## config.mk

```make
export PLATFORM = sky130hd
export DESIGN_NAME = stby_ctrl
export DESIGN_NICKNAME = d
export VERILOG_FILES = /design/src/rtl/stby_pkg.sv /design/src/rtl/stby_fsm.sv /design/src/rtl/stby_stab_cnt.sv /design/src/rtl/stby_gate.sv /design/src/rtl/stby_ctrl.sv
export SDC_FILE = /design/constraint.sdc
export NUM_CORES = 1
export LEC_CHECK = 0
export BUFFER_PORTS_ARGS = -buffer_cell sky130_fd_sc_hd__buf_2
export CORE_MARGIN = 2
export CORE_UTILIZATION = 59
export DETAILED_ROUTE_END_ITERATION = 10
export PLACE_DENSITY = 0.81
export SKIP_CTS_REPAIR_TIMING = 1
export SLEW_MARGIN = 30
export SYNTH_ARGS = -nofsm -noshare
export SYNTH_HDL_FRONTEND = slang
export SYNTH_SLANG_ARGS = --single-unit
```

## constraint.sdc

```tcl
create_clock -name clk -period 6.5 [get_ports clk]
set_clock_uncertainty 0.05 [all_clocks]
set_input_delay 0 -clock clk [delete_from_list [all_inputs] [get_ports clk]]
set_output_delay 0 -clock clk [all_outputs]
set_load 0.005 [all_outputs]
```

## src/rtl/stby_pkg.sv

```systemverilog
package stby_pkg;
  typedef enum logic [1:0] {
    PM_RUN  = 2'd0,
    PM_STOP = 2'd1,
    PM_HOLD = 2'd2
  } pm_state_e;

  localparam int PE_W    = 9;
  localparam int PE_T16  = 0;
  localparam int PE_WDT  = 1;
  localparam int PE_ADC  = 2;
  localparam int PE_MUL  = 3;
  localparam int PE_WT   = 4;
  localparam int PE_LCD  = 5;
  localparam int PE_TMRA = 6;
  localparam int PE_TMRB = 7;
  localparam int PE_TMRC = 8;
  localparam int PE_OFF_N = 4;

  localparam logic [1:0] CSRC_MAIN = 2'd0;
  localparam logic [1:0] CSRC_SUB  = 2'd1;
endpackage

```

## src/rtl/stby_fsm.sv

```systemverilog
module stby_fsm
  import stby_pkg::*;
#(
  parameter int NUM_IRQ = 8
) (
  input  logic               clk,
  input  logic               rst,
  input  logic               stop_req,
  input  logic [NUM_IRQ-1:0] irq_req,
  input  logic [NUM_IRQ-1:0] irq_mask,
  input  logic               stab_done,
  output pm_state_e          state_q,
  output pm_state_e          state_d,
  output logic               hold_start
);
  logic wake;

  assign wake = |(irq_req & ~irq_mask);

  always_comb begin
    state_d = state_q;
    case (state_q)
      PM_RUN:  if (stop_req) state_d = wake ? PM_HOLD : PM_STOP;
      PM_STOP: if (wake) state_d = PM_HOLD;
      PM_HOLD: if (stab_done) state_d = PM_RUN;
      default: state_d = PM_RUN;
    endcase
  end

  assign hold_start = (state_d == PM_HOLD) && (state_q != PM_HOLD);

  always_ff @(posedge clk) begin
    if (rst) state_q <= PM_RUN;
    else     state_q <= state_d;
  end
endmodule

```

## src/rtl/stby_stab_cnt.sv

```systemverilog
module stby_stab_cnt #(
  parameter int SEL_W    = 3,
  parameter int BASE     = 12,
  parameter int STEP     = 2,
  parameter int MAX_CODE = 4
) (
  input  logic             clk,
  input  logic             rst,
  input  logic             start,
  input  logic             active,
  input  logic [SEL_W-1:0] sel,
  output logic             done
);
  localparam int CNT_W = BASE + STEP * MAX_CODE + 1;

  logic [CNT_W-1:0] cnt_q;
  logic [CNT_W-1:0] lim_q;

  function automatic logic [CNT_W-1:0] wait_len(input logic [SEL_W-1:0] s);
    int code;
    code = (int'(s) > MAX_CODE) ? MAX_CODE : int'(s);
    return CNT_W'(1) << (BASE + STEP * code);
  endfunction

  always_ff @(posedge clk) begin
    if (rst) begin
      cnt_q <= '0;
      lim_q <= CNT_W'(1) << BASE;
    end else if (start) begin
      cnt_q <= '0;
      lim_q <= wait_len(sel);
    end else if (active) begin
      cnt_q <= cnt_q + CNT_W'(1);
    end
  end

  assign done = active && (cnt_q == lim_q - CNT_W'(1));
endmodule

```

## src/rtl/stby_gate.sv

```systemverilog
module stby_gate
  import stby_pkg::*;
(
  input  logic            clk,
  input  logic            rst,
  input  logic            stop_d,
  input  logic            sub_clk_on,
  input  logic            wt_src_sub,
  input  logic            lcd_src_sub,
  input  logic            tmra_src_ext,
  input  logic            tmrb_src_ext,
  input  logic [1:0]      tmrc_src,
  output logic [PE_W-1:0] periph_en
);
  logic [PE_W-1:0] stop_en;

  always_comb begin
    for (int i = 0; i < PE_OFF_N; i++) stop_en[i] = 1'b0;
    stop_en[PE_WT]   = wt_src_sub & sub_clk_on;
    stop_en[PE_LCD]  = lcd_src_sub & sub_clk_on;
    stop_en[PE_TMRA] = tmra_src_ext;
    stop_en[PE_TMRB] = tmrb_src_ext;
    case (tmrc_src)
      CSRC_MAIN: stop_en[PE_TMRC] = 1'b0;
      CSRC_SUB:  stop_en[PE_TMRC] = sub_clk_on;
      default:   stop_en[PE_TMRC] = tmra_src_ext;
    endcase
  end

  always_ff @(posedge clk) begin
    if (rst)         periph_en <= '1;
    else if (stop_d) periph_en <= stop_en;
    else             periph_en <= '1;
  end
endmodule

```

## src/rtl/stby_ctrl.sv

```systemverilog
module stby_ctrl
  import stby_pkg::*;
#(
  parameter int NUM_IRQ    = 8,
  parameter int SEL_W      = 3,
  parameter int STAB_BASE  = 12,
  parameter int STAB_STEP  = 2,
  parameter int STAB_CODES = 5
) (
  input  logic               clk,
  input  logic               rst,
  input  logic               stop_req,
  input  logic [NUM_IRQ-1:0] irq_req,
  input  logic [NUM_IRQ-1:0] irq_mask,
  input  logic [SEL_W-1:0]   stab_sel,
  input  logic               sub_clk_on,
  input  logic               wt_src_sub,
  input  logic               lcd_src_sub,
  input  logic               tmra_src_ext,
  input  logic               tmrb_src_ext,
  input  logic [1:0]         tmrc_src,
  output logic               osc_en,
  output logic               cpu_clk_en,
  output logic               stab_busy,
  output logic               port_we_ok,
  output logic [PE_W-1:0]    periph_en
);
  localparam int MAX_CODE = STAB_CODES - 1;

  pm_state_e state_q;
  pm_state_e state_d;
  logic      hold_start;
  logic      stab_done;

  stby_fsm #(.NUM_IRQ(NUM_IRQ)) fsm_i (
    .clk(clk), .rst(rst), .stop_req(stop_req),
    .irq_req(irq_req), .irq_mask(irq_mask), .stab_done(stab_done),
    .state_q(state_q), .state_d(state_d), .hold_start(hold_start)
  );

  stby_stab_cnt #(
    .SEL_W(SEL_W), .BASE(STAB_BASE), .STEP(STAB_STEP), .MAX_CODE(MAX_CODE)
  ) cnt_i (
    .clk(clk), .rst(rst), .start(hold_start),
    .active(state_q == PM_HOLD), .sel(stab_sel), .done(stab_done)
  );

  stby_gate gate_i (
    .clk(clk), .rst(rst), .stop_d(state_d == PM_STOP),
    .sub_clk_on(sub_clk_on), .wt_src_sub(wt_src_sub), .lcd_src_sub(lcd_src_sub),
    .tmra_src_ext(tmra_src_ext), .tmrb_src_ext(tmrb_src_ext),
    .tmrc_src(tmrc_src), .periph_en(periph_en)
  );

  always_ff @(posedge clk) begin
    if (rst) begin
      osc_en     <= 1'b1;
      cpu_clk_en <= 1'b1;
      stab_busy  <= 1'b0;
      port_we_ok <= 1'b1;
    end else begin
      osc_en     <= (state_d != PM_STOP);
      cpu_clk_en <= (state_d == PM_RUN);
      stab_busy  <= (state_d == PM_HOLD);
      port_we_ok <= (state_d != PM_STOP);
    end
  end
endmodule

```

==> results.ini <==
[critical_path]
critPathBufInv=1
crit_type=flip-flop to flip-flop
crit_slowest_cell=dfxtp_1
crit_path_end_kind=flip-flop
critical_path_required_ns=6.70
critPathMaxFanout=6
start_kind=flip-flop
critPathMaxStageDelay_ns=0.36
critPathArrivalTime_ns=2.50
crit_family=simple AND/OR/NAND/NOR gates
r2r_slack_ns=4.20
crit_chain=inv_1 > ha_1 > and2b_1 > or3b_1 > o32ai_1 > o211ai_1 > nor4_4 > a221o_1

[sta]
relSlewSlack_pct=59.2
setup_viol=0
fmax_ghz=0.434
post-route-min-period_ns=2.30
tightestPinTransition_ns=0.608
layout_setup_ws_ns=4.20
hold_violations=0
tns_ns=0
fin_crit_sh_pct=35.4
rsz0062_at_grt=no
whs_ns=0.0513
drv_slew=0

[global_routing]
grtUsageTotal_pct=22.6
grt_pass1_wl_um=7400
grt_pass1_vias=1733
antenna_found_initial=0
grt_max_degree=24
overflow=0

[final_layout]
n_antenna_cell=0
nets=326
area_delta_synth_final_pct=20.2
instances_no_fill=344
final_util_pct=73.0
drive_above_1_share_pct=20.9

[flow_run]
maxCapViolations=0

[detailed_routing]
drc=0
wire_per_inst_um=13.4
via_count=1858
wl_um=4620
ant_nets=0
post_drt_via_cell_ratio=5.40
dr.first_iter.drc_count=104
first_pass_iters=4

[cts]
h-tree-depth=2
clock_path_buffers=2
cts_root_buf=clkbuf_8
cts_tree=built
cts-buffers-inserted=5
clock_sinks=42
insertion_delay_ns=0.30
clk_pin_slew_worst_paths_ns=0.08

[floorplan]
core_area_sq_mm=0.00361
start_util_pct=60.8
dieArea_sq_mm=0.00422
die_w_um=64.9
ioPinCount=42
std_cell_rows=22
die_y_um=64.9

[place]
place_congestion=0.835
dp_cells=323
place.detailed.hpwl_um=3140
dp_slack_ns=4.23
portBuffers=41

[synth]
synth-seq-area-share_pct=38.4
dominantRegCellSynth=dfxtp_1
synth_top_area_cell=dfxtp_1
synthTopCellsByArea=dfxtp_1, xor2_1, nor2_1, xnor2_1, nand3_1
async_flop_share_pct=0
synth_common_cells=dfxtp_1, nor2_1, xor2_1, nand3_1, nand2_1
synthDistinctLibCells=46
synth_top_cell_area_share_pct=38.4
synth_area_per_cell_sq_um=8.91
yosysMostFrequentCell=dfxtp_1
synth_seq_cells=42
syn_inst=246
synth-edff-count=0
ys.warnings.count=0
syn-cell-area_sq_mm=0.00219
synth_nets=277

[power]
p_leak_nw=1.04
p_per_area_mw_per_mm2=202
peakVddDrop_mv=0.137

[run_status]
run_status=completed

[worst_hold_path]
hp-class=input port to flip-flop

[worst min-delay path, cell delays in order]
cell	delay [ns]
buf_2	0.10
a2111oi_4	0.07
nand3_1	0.18
[through the flow]
step / power (W) / cell area (sq um)
after floorplan: 0.000306 / 2190
after global placement: 0.000321 / 2390
after detailed placement: 0.000323 / 2390
after CTS: 0.000529 / 2500
after global routing: 0.000555 / 2630
final: 0.000531 / 2630
[per-layer routing]
metal | global-route usage [%] | vias up | share of wire, %
met5 | 0 | - | 0
met4 | 7.18 | 0 | 2.1
met3 | 6.42 | 10 | 4.9
met2 | 38.3 | 50 | 49
met1 | 27.6 | 864 | 44
li1 | - | 934 | -
[final timing paths]
check,startpoint,to,cells past startpoint
worst max register to register,cnt_i.lim_q[0],cpu_clk_en,8
worst min register to register,cnt_i.lim_q[18],cnt_i.lim_q[18],2
worst min-delay path,irq_req[4],gate_i.periph_en[2],3
worst max-delay path,cnt_i.lim_q[0],cpu_clk_en,8
[layout make-up]
type / instances / area (sq um)
well taps: 48 / 60.1
flip-flops and latches: 42 / 841
fillers: 283 / 972
inverters: 7 / 26.3
repair buffers: 54 / 335
clock inverters: 3 / 43.8
multi-input cells: 185 / 1260
clock buffers: 5 / 68.8
[state kept, by name, indices dropped and copies added, names as in the netlist]
register / flops
fsm_i.state_q: 2
gate_i.periph_en: 6
cpu_clk_en: 1
cnt_i.lim_q: 11
stab_busy: 1
cnt_i.cnt_q: 21
[cell families (layout without fill, tap and decap cells)]
kind of cell    count (synthesis)  in the layout  share of synthesized area [%]
mux                             2              2                          0.914
simple gates                  123            123                           31.5
flops                          42             42                           38.4
buf+inv                        19             69                           4.17
fa+ha+maj                       2              2                           1.14
compound gates                 20             20                           8.68
xor+xnor                       38             38                           15.2
[placed cells by master (no fill, tap or decap), types with 2 or more instances in the layout]
| master | n |
|---|---|
| a2111oi_4 | 2 |
| nor2b_1 | 7 |
| ha_1 | 2 |
| buf_2 | 41 |
| nand2b_1 | 4 |
| xnor2_1 | 14 |
| nor2b_4 | 2 |
| nor4_4 | 2 |
| a21oi_1 | 3 |
| inv_1 | 7 |
| dfxtp_1 | 42 |
| o21bai_1 | 2 |
| mux2i_1 | 2 |
| and3b_1 | 2 |
| nor2_1 | 36 |
| and2_1 | 4 |
| nor4_1 | 2 |
| o211ai_1 | 3 |
| nand2_1 | 15 |
| nor3_1 | 8 |
| and3_1 | 5 |
| nand3_1 | 17 |
| dlygate4sd3_1 | 13 |
| clkbuf_8 | 5 |
| xor2_1 | 24 |
| and4_1 | 2 |
| nand4_1 | 6 |
| or2_2 | 3 |
[power by group]
part           internal (W)  switching [W]
combinational     0.0000290      0.0000274
clock              0.000115      0.0000935
sequential         0.000262     0.00000445
Note: power is estimated with default switching activity, not from simulation.
